File: src/rtl/hbcfg_pkg.sv
package hbcfg_pkg;

  // Strobes from control to datapath, one per state update.
  typedef struct packed {
    logic latWr;   // load latency timer writable bits
    logic vctlWr;  // load vendor control bits
    logic dpdSet;  // parity-detected set condition
    logic dpdClr;  // parity-detected write-one-to-clear
  } cfgStrobe_t;

  localparam int unsigned LANES = 4;

endpackage

File: src/rtl/hb_cfg_ctrl.sv
module hb_cfg_ctrl
  import hbcfg_pkg::*;
#(
  parameter int unsigned IDX_W      = 6,
  parameter int unsigned STATUS_IDX = 1,
  parameter int unsigned MISC_IDX   = 3,
  parameter int unsigned VCTL_IDX   = 16,
  parameter int unsigned DPD_BIT    = 24,
  parameter int unsigned LAT_LANE   = 1,
  parameter int unsigned VCTL_LANE  = 0
) (
  input  logic [IDX_W-1:0] cfgIndex,
  input  logic             cfgWrEn,
  input  logic [LANES-1:0] cfgByteEn,
  input  logic             clrBit,
  input  logic             perrSeen,
  input  logic             isMaster,
  input  logic             parityEnable,
  output cfgStrobe_t       strobes
);

  localparam int unsigned DPD_LANE = DPD_BIT / 8;

  logic [LANES-1:0] laneWr;
  logic hitStatus, hitMisc, hitVctl;

  genvar g;
  generate
    for (g = 0; g < LANES; g++) begin : gLane
      assign laneWr[g] = cfgWrEn & cfgByteEn[g];
    end
  endgenerate

  always_comb begin
    hitStatus = (cfgIndex == IDX_W'(STATUS_IDX));
    hitMisc   = (cfgIndex == IDX_W'(MISC_IDX));
    hitVctl   = (cfgIndex == IDX_W'(VCTL_IDX));

    strobes        = '0;
    strobes.dpdSet = perrSeen & isMaster & parityEnable;
    strobes.dpdClr = hitStatus & laneWr[DPD_LANE] & clrBit;
    strobes.latWr  = hitMisc & laneWr[LAT_LANE];
    strobes.vctlWr = hitVctl & laneWr[VCTL_LANE];
  end

endmodule

File: src/rtl/hb_cfg_dpath.sv
module hb_cfg_dpath
  import hbcfg_pkg::*;
#(
  parameter int unsigned IDX_W      = 6,
  parameter int unsigned STATUS_IDX = 1,
  parameter int unsigned IDENT_IDX  = 2,
  parameter int unsigned MISC_IDX   = 3,
  parameter int unsigned VCTL_IDX   = 16,
  parameter logic [7:0]  REV_ID     = 8'h00,
  parameter logic [23:0] CLASS_CODE = 24'h060000,
  parameter int unsigned LAT_WBITS  = 5,
  parameter int unsigned VCTL_LSB   = 4,
  parameter int unsigned VCTL_BITS  = 3
) (
  input  logic                 clk,
  input  logic                 rst,
  input  cfgStrobe_t           strobes,
  input  logic [IDX_W-1:0]     cfgIndex,
  input  logic [LAT_WBITS-1:0] latData,
  input  logic [VCTL_BITS-1:0] vctlData,
  output logic [31:0]          cfgRdData,
  output logic                 dpdFlag
);

  localparam int unsigned LAT_ZBITS = 8 - LAT_WBITS;
  localparam int unsigned VCTL_HI   = 8 - VCTL_LSB - VCTL_BITS;
  // status half: timing 01 in bits 10:9, fast back-to-back in bit 7
  localparam logic [15:0] STATUS_FIXED = 16'h0280;

  logic [LAT_WBITS-1:0] latTimer;
  logic [VCTL_BITS-1:0] vctlBits;

  always_ff @(posedge clk) begin
    if (rst) begin
      latTimer <= '0;
      vctlBits <= '0;
      dpdFlag  <= 1'b0;
    end else begin
      if (strobes.latWr)  latTimer <= latData;
      if (strobes.vctlWr) vctlBits <= vctlData;
      if (strobes.dpdSet)      dpdFlag <= 1'b1;
      else if (strobes.dpdClr) dpdFlag <= 1'b0;
    end
  end

  always_comb begin
    cfgRdData = '0;
    case (cfgIndex)
      IDX_W'(STATUS_IDX): cfgRdData = {STATUS_FIXED | {7'b0, dpdFlag, 8'b0}, 16'h0000};
      IDX_W'(IDENT_IDX):  cfgRdData = {CLASS_CODE, REV_ID};
      IDX_W'(MISC_IDX):   cfgRdData = {16'h0000, latTimer, {LAT_ZBITS{1'b0}}, 8'h00};
      IDX_W'(VCTL_IDX):   cfgRdData = {24'h0, {VCTL_HI{1'b0}}, vctlBits, {VCTL_LSB{1'b0}}};
      default:            cfgRdData = '0;
    endcase
  end

endmodule

File: src/rtl/hb_cfg_space.sv
module hb_cfg_space
  import hbcfg_pkg::*;
#(
  parameter int unsigned IDX_W      = 6,
  parameter int unsigned STATUS_IDX = 1,
  parameter int unsigned IDENT_IDX  = 2,
  parameter int unsigned MISC_IDX   = 3,
  parameter int unsigned VCTL_IDX   = 16,
  parameter logic [7:0]  REV_ID     = 8'h00,
  parameter logic [23:0] CLASS_CODE = 24'h060000,
  parameter int unsigned LAT_WBITS  = 5,
  parameter int unsigned VCTL_LSB   = 4,
  parameter int unsigned VCTL_BITS  = 3
) (
  input  logic             clk,
  input  logic             rst,
  input  logic [IDX_W-1:0] cfgIndex,
  input  logic             cfgWrEn,
  input  logic [3:0]       cfgByteEn,
  input  logic [31:0]      cfgWrData,
  output logic [31:0]      cfgRdData,
  input  logic             perrSeen,
  input  logic             isMaster,
  input  logic             parityEnable
);

  localparam int unsigned DPD_BIT = 24;

  cfgStrobe_t strobes;
  logic       dpdFlag;

  hb_cfg_ctrl #(
    .IDX_W(IDX_W), .STATUS_IDX(STATUS_IDX), .MISC_IDX(MISC_IDX),
    .VCTL_IDX(VCTL_IDX), .DPD_BIT(DPD_BIT), .LAT_LANE(1), .VCTL_LANE(0)
  ) u_ctrl (
    .cfgIndex(cfgIndex), .cfgWrEn(cfgWrEn), .cfgByteEn(cfgByteEn),
    .clrBit(cfgWrData[DPD_BIT]), .perrSeen(perrSeen), .isMaster(isMaster),
    .parityEnable(parityEnable), .strobes(strobes)
  );

  hb_cfg_dpath #(
    .IDX_W(IDX_W), .STATUS_IDX(STATUS_IDX), .IDENT_IDX(IDENT_IDX),
    .MISC_IDX(MISC_IDX), .VCTL_IDX(VCTL_IDX), .REV_ID(REV_ID),
    .CLASS_CODE(CLASS_CODE), .LAT_WBITS(LAT_WBITS), .VCTL_LSB(VCTL_LSB),
    .VCTL_BITS(VCTL_BITS)
  ) u_dpath (
    .clk(clk), .rst(rst), .strobes(strobes), .cfgIndex(cfgIndex),
    .latData(cfgWrData[15 -: LAT_WBITS]),
    .vctlData(cfgWrData[VCTL_LSB +: VCTL_BITS]),
    .cfgRdData(cfgRdData), .dpdFlag(dpdFlag)
  );

endmodule

File: config.mk
export PLATFORM = sky130hd
export DESIGN_NAME = hb_cfg_space
export DESIGN_NICKNAME = d
export VERILOG_FILES = /design/src/rtl/hbcfg_pkg.sv /design/src/rtl/hb_cfg_ctrl.sv /design/src/rtl/hb_cfg_dpath.sv /design/src/rtl/hb_cfg_space.sv
export SDC_FILE = /design/constraint.sdc
export NUM_CORES = 1
export LEC_CHECK = 0
export BUFFER_PORTS_ARGS = -buffer_cell sky130_fd_sc_hd__buf_2
export CAP_MARGIN = 25
export CELL_PAD_IN_SITES_DETAIL_PLACEMENT = 0
export CELL_PAD_IN_SITES_GLOBAL_PLACEMENT = 1
export CORE_AREA = 2 2 90 49
export CTS_CLUSTER_DIAMETER = 150
export DETAILED_ROUTE_END_ITERATION = 10
export DIE_AREA = 0 0 92 51
export PLACE_DENSITY = 0.81
export RECOVER_POWER = 25
export SLEW_MARGIN = 10
export SYNTH_ARGS = -nofsm -noshare
export SYNTH_HDL_FRONTEND = slang
export SYNTH_HIERARCHICAL = 1
export SYNTH_SLANG_ARGS = --single-unit
File: constraint.sdc
create_clock -name clk -period 1.6 [get_ports clk]
set_input_delay 0.32 -clock clk [delete_from_list [all_inputs] [get_ports clk]]
set_output_delay 0.32 -clock clk [all_outputs]
set_load 0.01 [all_outputs]
Word level (Yosys, flattened, before mapping)
Cells that the tools add are included.

Bits in registers: 9. Input port bits: 48. Output and inout port bits: 32. Logic and storage cells: 20.

Eq/ne operators: 4. Mux-type cells: 3. Bitwise gates (word level): 9. Reduce and logical (&&, ||, !) cells: 1.

Operators with widths (number): one-hot mux 27 bit (4 select lines) (1); equality test 6 x 2 -> 1 bit, second input constant (2); bitwise AND 1 bit (9); equality test 6 x 1 -> 1 bit, second input constant (1); equality test 6 x 5 -> 1 bit, second input constant (1); 2-to-1 mux 1 bit (2); nonzero test 2 bit (1).

Longest topological paths before layout
Gate-level depths: netlist of run 1.

Word-level depth: 5. Gate-level depth with buffers: 5. Mapped depth without buffers: 4.

By module
The synthesis of run 1 kept the hierarchy.

By module, submodules not included: hb_cfg_dpath (instances 1, cells each 70, area an instance 596.8 sq um, seq. area each 180.2 sq um); hb_cfg_ctrl (instances 1, cells each 8, area an instance 75.1 sq um, seq. area each 0.0 sq um).

Worst setup path before layout of run 1
Ideal clock, no wire load.

Path type: input to register. From: input port cfgIndex[5]. To: register u_dpath.latTimer[0]. Library setup time: 0.126 ns. Data arrival time: 1.471 ns. Required time: 1.474 ns. Slack: 0.003 ns. Stages: 5. Buffers on the path: 1. Cell sequence: or3_4 -> nor4b_2 -> clkbuf_1 -> mux2i_1 -> nor2_1.

RTL lines: start, declared (line hb_cfg_space.sv:17) `input logic [IDX_W-1:0] cfgIndex,`; end signal, assigned (line hb_cfg_dpath.sv:39) `if (strobes.latWr) latTimer <= latData;`; end, declared (line hb_cfg_dpath.sv:30) `logic [LAT_WBITS-1:0] latTimer;`.

Worst setup path after layout of run 1
From: input port cfgIndex[4]. To: output port cfgRdData[24].

Word-level cells in the longest chain between the ends: 2. Elaborated cells on any way between the ends: 5. Classes of those cells: eq/ne (4); mux (1).

RTL lines: equality test 6 x 5 -> 1 bit (tied with other cells) (line hb_cfg_dpath.sv:48) `case (cfgIndex)`; one-hot mux 27 bit (4 select lines) (*) (line hb_cfg_dpath.sv:48); end, declared (line hb_cfg_space.sv:21) `output logic [31:0] cfgRdData,`.

Mark *: on every way between the ends. The rest lies on a longest branch, timed or not.

==> summary.txt, run 1 <==
STA
  • Fmax: 0.616 GHz
  • Hold Vio Cnt, Final: 0
  • Max-slew violations: 0
  • Final min period: 1.62 ns
  • RSZ-0062 raised after global routing: yes
  • Setup violators final: 1
  • Final setup margin: -0.0226 ns
  • Layout Skew: 0 ns
  • Crit share post-route: 101%

Critical path
  • CP endpoint kind: primary output
  • Worst Path Required: 1.28 ns
  • Crit path DAT: 1.30 ns
  • Critical path type: primary input to primary output
  • CP Launch Type: primary input
  • Critical Path Fanout Max: 4

Run status
  • Status: finished, violations left
  • Failing checks: setup timing

Routing
  • Antenna Nets Post-Route: 0
  • Wirelength, routed: 1.80 mm
  • DRC Markers: 0
  • Via density: 3.52
  • Pre-antenna DRT Iters: 3
  • Avg WL per Cell: 10.1 microns
  • Vias: 630
  • Initial DRC Count: 6

Clocking
  • CTS tree: done
  • H-Tree Depth: 1
  • Hold Buf Count CTS: 0
  • Clock sink count: 9
  • CTS buffer count: 3
  • Skew-Pair Late Insertion Delay: 0.23 ns
  • Clock root cell: clkbuf_8
  • Setup Fix Bufs, Post-CTS: 0
  • Clk slew on worst S/H paths: 0.05 ns
  • CTS Buffer Depth: 2

Synth
  • Post-synth top area cell: dfxtp_1
  • Synth cell count leaders: buf_4 (20), nor2_1 (10), dfxtp_1 (9)
  • Mapped Area: 672 sq um
  • Top-area cell type share of the netlist area: 26.8%
  • Post-Syn Instances: 78
  • EDFF count, synth: 0
  • YS warnings: 6
  • Synth Area per Inst: 8.61 sq um
  • Async SR Flop Fraction: 0%
  • Synth Flop Type: dfxtp_1
  • Yosys reg bits: 9
  • Sequential fraction of the synthesis area: 26.8%
  • Top post-synthesis cells by area: dfxtp_1 (27%), buf_4 (22%), mux2i_1 (12%)
  • Most numerous cell in the Yosys netlist: buf_4
  • Post-synth cell types: 20

Floorplanning
  • Core Footprint: 4040 sq um
  • Initial Util: 16.6%
  • Row count: 17
  • Top-Level Pins: 80
  • Die width: 92 microns
  • Die Ht: 51 microns
  • Die ar.: 4690 sq um

Placed design
  • HPWL Detailed: 1.52 mm
  • IO buf count: 35
  • Placer Congestion: 0.735
  • Placed cell count: 175

Power
  • Sequential share of power: 38.1%
  • Pleak: 0.464 nW
  • Overall Power: 0.597 mW
  • Int Pwr: 0.443 mW
  • Max VDD drop: 0.177 mV
  • Net Sw Power: 0.154 mW
  • P per Cell Area: 626 nW/um^2
  • Clock Power Share: 45.1%
  • Switching share of power: 25.9%
  • Comb power frac: 16.8%

Global routing
  • GRT Total Usage: 7.29%
  • Gr ovfl total: 0
  • Global-route wire length before repair: 2.55 mm
  • Pin count of the biggest net entering global routing: 10
  • Initial antenna violation count: 0
  • Vias in the first global route: 563

Finish
  • Share of cells above drive strength 1: 41.8%
  • Diode count: 0
  • Area growth, synth to finish: 41.9%
  • Nets: 171
  • Fill count: 469
  • Fin cells: 179

Hold path
  • Worst Hold Class: primary input to flop

Flow run
  • Max Cap Viol: 0
-- registers in the layout, summed over array words and instances, names as in the netlist --
signal	flops
u_dpath/vctlBits	3
u_dpath/dpdFlag	1
u_dpath/latTimer	5
-- power by group through the flow --
| stage | registers [mW] | logic [mW] | clock network [mW] |
|---|---|---|---|
| 3_5_place_dp | 0.232 | 0.0951 | 0 |
| 3_3_place_gp | 0.232 | 0.0942 | 0 |
| 6_report | 0.227 | 0.100 | 0.270 |
| 2_1_floorplan | 0.231 | 0.0787 | 0 |
| 5_1_grt | 0.227 | 0.111 | 0.293 |
| 4_1_cts | 0.227 | 0.0967 | 0.279 |
-- metal layers --
metal  vias up  wire, microns  GRT usage [%]
met2        22            770           10.2
met5         -              0              0
met3         2            151           2.80
met1       289            858           9.44
li1        317              -              -
met4         0             22           4.48
-- final timing paths --
kind                   startpoint                  end  slack [ns]  cells past startpoint
setup / recovery      cfgIndex[4]        cfgRdData[24]       -0.02                      4
hold / removal      cfgWrData[14]  u_dpath/latTimer[3]        0.33                      3
setup reg to reg  u_dpath/dpdFlag      u_dpath/dpdFlag        1.01                      2
hold reg to reg   u_dpath/dpdFlag      u_dpath/dpdFlag        0.49                      2
-- kinds of logic (layout without fill, tap and decap cells) --
logic type | after synthesis | count (layout) | synth area share, %
multiplexers | 8 | 8 | 11.9
AO/OA/AOI/OAI | 2 | 2 | 1.49
flip-flops | 9 | 9 | 26.8
other | 1 | 20 | 0.558
buffers and inverters | 24 | 49 | 24.6
AND/OR/NAND/NOR | 34 | 34 | 34.6
-- critical path, cell delays in order --
cell    delay, ns
buf_6        0.09
or4_4        0.57
nor3_2       0.17
buf_2        0.15
-- through the flow --
stage                     setup TNS, ns  worst slack (ns)  utilization, %  cell area (sq um)  hold slack (ns)
after floorplan                       0           0.00312               -                743            0.450
after global placement           -0.418           -0.0628            22.1                892            0.466
after detailed placement         -0.469           -0.0657            22.1                892            0.476
after CTS                       -0.0347           -0.0347            23.3                943            0.326
after global routing            -0.0518           -0.0435            23.6                953            0.334
final                           -0.0226           -0.0226            23.6                953            0.327
-- area by class of cell --
| type | instances | area (sq um) | area share, % |
|---|---|---|---|
| Multi-Input combinational cell | 64 | 405 | 42.5 |
| Tap cell | 57 | 71.3 | 7.48 |
| Clock buffer | 4 | 45.0 | 4.72 |
| Inverter | 2 | 7.51 | 0.787 |
| Sequential cell | 9 | 180 | 18.9 |
| Timing Repair Buffer | 43 | 244 | 25.6 |
-- layout by cell type (no fill, tap or decap) --
cell type and instances:
a21oi_1 2, and2_1 1, and3_1 6, and4b_1 3, buf_2 33, buf_4 7, buf_6 2, clkbuf_1 2
clkbuf_8 3, conb_1 20, dfxtp_1 9, inv_1 2, mux2i_1 8, nand2b_1 3, nand3_1 1, nand4b_1 2
nor2_1 10, nor3_1 1, nor3_2 1, nor4_2 2, nor4b_2 2, or3_1 1, or4_4 1
-- repair_timing --
| item | in CTS | in global routing |
|---|---|---|
| endpoints found under the setup margin | 7 | 10 |
| gates resized for setup | 1 | 4 |
| pin swaps | 1 | 0 |
Note: power is estimated with default switching activity, not from simulation.
==> run 2: changes to the inputs <==
PLACE_DENSITY = 0.71   (was 0.81)
==> run 2 against run 1 <==
Net effect: largest power group unchanged; highest routed layer is now met3; worst hold slack worse by 0.0046 ns; the flow now finishes without violations; critical endpoint unchanged; sequential power hardly changed; total power increased by 2.3%; via count up 1.1%; clock skew unchanged; global-route usage rose by 0.48 points; wire length grew 0.78%.
==> summary.txt, run 2 (same netlist as run 1, synthesis figures left out) <==
Run status
  • Status: finished clean (was finished, violations left)

Clocking
  • CTS buffer count: 3 (unchanged)
  • Skew-Pair Late Insertion Delay: 0.23 ns (about the same)
  • Clock sink count: 9 (unchanged)
  • Clk slew on worst S/H paths: 0.05 ns (about the same)
  • H-Tree Depth: 1 (unchanged)
  • Clock root cell: clkbuf_8 (unchanged)
  • CTS Buffer Depth: 2 (unchanged)
  • CTS tree: done (unchanged)

Global routing
  • Pin count of the biggest net entering global routing: 10 (unchanged)
  • GRT Total Usage: 7.77% (was 7.29%)
  • Global-route wire length before repair: 2.70 mm (was 2.55 mm)
  • Gr ovfl total: 0 (unchanged)
  • Initial antenna violation count: 0 (unchanged)
  • Vias in the first global route: 554 (was 563)

Routing
  • Vias: 637 (was 630)
  • Via density: 3.50 (was 3.52)
  • Pre-antenna DRT Iters: 2 (was 3)
  • Initial DRC Count: 15 (was 6)
  • Wirelength, routed: 1.82 mm (was 1.80 mm)
  • Avg WL per Cell: 9.98 microns (was 10.1 microns)
  • DRC Markers: 0 (unchanged)
  • Antenna Nets Post-Route: 0 (unchanged)

Finish
  • Top reg by flops: u_dpath/latTimer (unchanged)
  • Share of cells above drive strength 1: 44.0% (was 41.8%)
  • Util after Layout: 24.7% (was 23.6%)
  • Commonest non-fill, non-tap cells in the layout: buf_2 (32), conb_1 (20), nor2_1 (10), buf_4 (9), dfxtp_1 (9) (was buf_2 (33), conb_1 (20), nor2_1 (10), dfxtp_1 (9), mux2i_1 (8))
  • Nets: 174 (was 171)
  • Area growth, synth to finish: 48.6% (was 41.9%)
  • Largest register FFs: 5 (unchanged)
  • Fill count: 477 (was 469)
  • Diode count: 0 (unchanged)
  • Post-layout instance area: 998 sq um (was 953 sq um)
  • Fin cells: 182 (was 179)
  • Commonest non-fill, non-tap cell in the layout: buf_2 (unchanged)
  • Largest regs: u_dpath/latTimer (5), u_dpath/vctlBits (3), u_dpath/dpdFlag (1) (unchanged)
  • Multi-input logic area: 413 sq um (was 405 sq um)
  • Register area: 180 sq um (unchanged)

Power
  • Overall Power: 0.611 mW (was 0.597 mW)
  • Sequential share of power: 37.2% (was 38.1%)
  • Int Pwr: 0.446 mW (was 0.443 mW)
  • P per Cell Area: 611 nW/um^2 (was 626 nW/um^2)
  • Clock Power Share: 44.8% (was 45.1%)
  • Max VDD drop: 0.324 mV (was 0.177 mV)
  • Comb power frac: 18.0% (was 16.8%)
  • Pleak: 0.483 nW (was 0.464 nW)
  • Switching share of power: 27.0% (was 25.9%)
  • Net Sw Power: 0.165 mW (was 0.154 mW)

Flow run
  • Max Cap Viol: 0 (unchanged)

STA
  • Setup violators final: 0 (was 1)
  • Setup_tns: 0 ns (was -0.0226 ns)
  • WHS: 0.323 ns (was 0.327 ns)
  • Hold Vio Cnt, Final: 0 (unchanged)
  • Max-slew violations: 0 (unchanged)
  • Layout Skew: 0 ns (unchanged)
  • Crit share post-route: 99.9% (was 101%)
  • Final min period: 1.60 ns (was 1.62 ns)
  • RSZ-0062 raised after global routing: yes (unchanged)
  • Fmax: 0.625 GHz (was 0.616 GHz)
  • Final setup margin: 0.00117 ns (was -0.0226 ns)

Critical path
  • CP Launch Type: primary input (unchanged)
  • Crit path DAT: 1.28 ns (was 1.30 ns)
  • Worst Path Required: 1.28 ns (about the same)
  • Critical path type: primary input to primary output (unchanged)
  • Critical Path Fanout Max: 4 (unchanged)
  • Cells along the critical path: buf_8 -> or4_4 -> nor3_2 -> buf_2 (was buf_6 -> or4_4 -> nor3_2 -> buf_2)
  • Slowest stage delay, CP: 0.56 ns (was 0.57 ns)
  • Top delay family on crit path: simple AND/OR/NAND/NOR gates (unchanged)
  • Setup slack, reg-to-reg: 1.00 ns (was 1.01 ns)
  • CP endpoint kind: primary output (unchanged)
  • Slowest stage cell, crit path: or4_4 (unchanged)
  • Critical path buffer and inverter count: 2 (unchanged)

Floorplanning
  • Row count: 17 (unchanged)
  • Top-Level Pins: 80 (unchanged)
  • Die width: 92 microns (unchanged)
  • Initial Util: 16.6% (unchanged)
  • Core Footprint: 4040 sq um (unchanged)
  • Die ar.: 4690 sq um (unchanged)
  • Die Ht: 51 microns (unchanged)

Placed design
  • Dpl ws: -0.0838 ns (was -0.0657 ns)
  • Placer Congestion: 0.654 (was 0.735)
  • Placed cell count: 177 (was 175)
  • IO buf count: 35 (unchanged)
  • HPWL Detailed: 1.51 mm (was 1.52 mm)
  • Placement Cell Area: 907 sq um (was 892 sq um)

Hold path
  • Worst Hold Class: primary input to flop (unchanged)
## run 2: worst paths after layout
check                        endpoint  cells past startpoint                 from
setup / recovery        cfgRdData[24]                      4          cfgIndex[4]
hold / removal    u_dpath/latTimer[4]                      3        cfgWrData[15]
setup reg to reg  u_dpath/vctlBits[0]                      2  u_dpath/vctlBits[0]
hold reg to reg       u_dpath/dpdFlag                      2      u_dpath/dpdFlag
## run 2: timing repair
action                                  in CTS  in global routing
hold buffers                                 0                  0
endpoints found under the setup margin       7                 12
setup buffers                                1                  0
cloned                                       0                  0
pin swaps                                    2                  4
resized for setup                            3                  6
hold endpoints to repair                     0                  0
## run 2: layout make-up
class | count | area share, %
Timing Repair Buffer | 46 | 28.1
Inverter | 2 | 0.752
Multi-Input combinational cell | 64 | 41.4
Clock inverter | 1 | 0.501
Tap cell | 57 | 7.14
Clock buffer | 3 | 4.14
Sequential cell | 9 | 18.0
## run 2: layer usage
layer,track usage (%),up-vias,share of wire [%]
met1,10.8,289,52
met3,4.57,0,9.2
met2,10.0,24,39
met5,0,-,0
met4,1.49,0,0
li1,-,324,-
## run 2: worst min-delay path: stages
cell and delay, ns:
buf_2 0.08, mux2i_1 0.05, nor2_1 0.07
## run 2: power groups by stage
| stage | clock (mW) | combinational [mW] | sequential [mW] |
|---|---|---|---|
| 5_1_grt | 0.309 | 0.121 | 0.227 |
| 4_1_cts | 0.292 | 0.107 | 0.227 |
| 3_3_place_gp | 0 | 0.0992 | 0.232 |
| 6_report | 0.274 | 0.110 | 0.227 |
| 2_1_floorplan | 0 | 0.0787 | 0.231 |
| 3_5_place_dp | 0 | 0.101 | 0.232 |
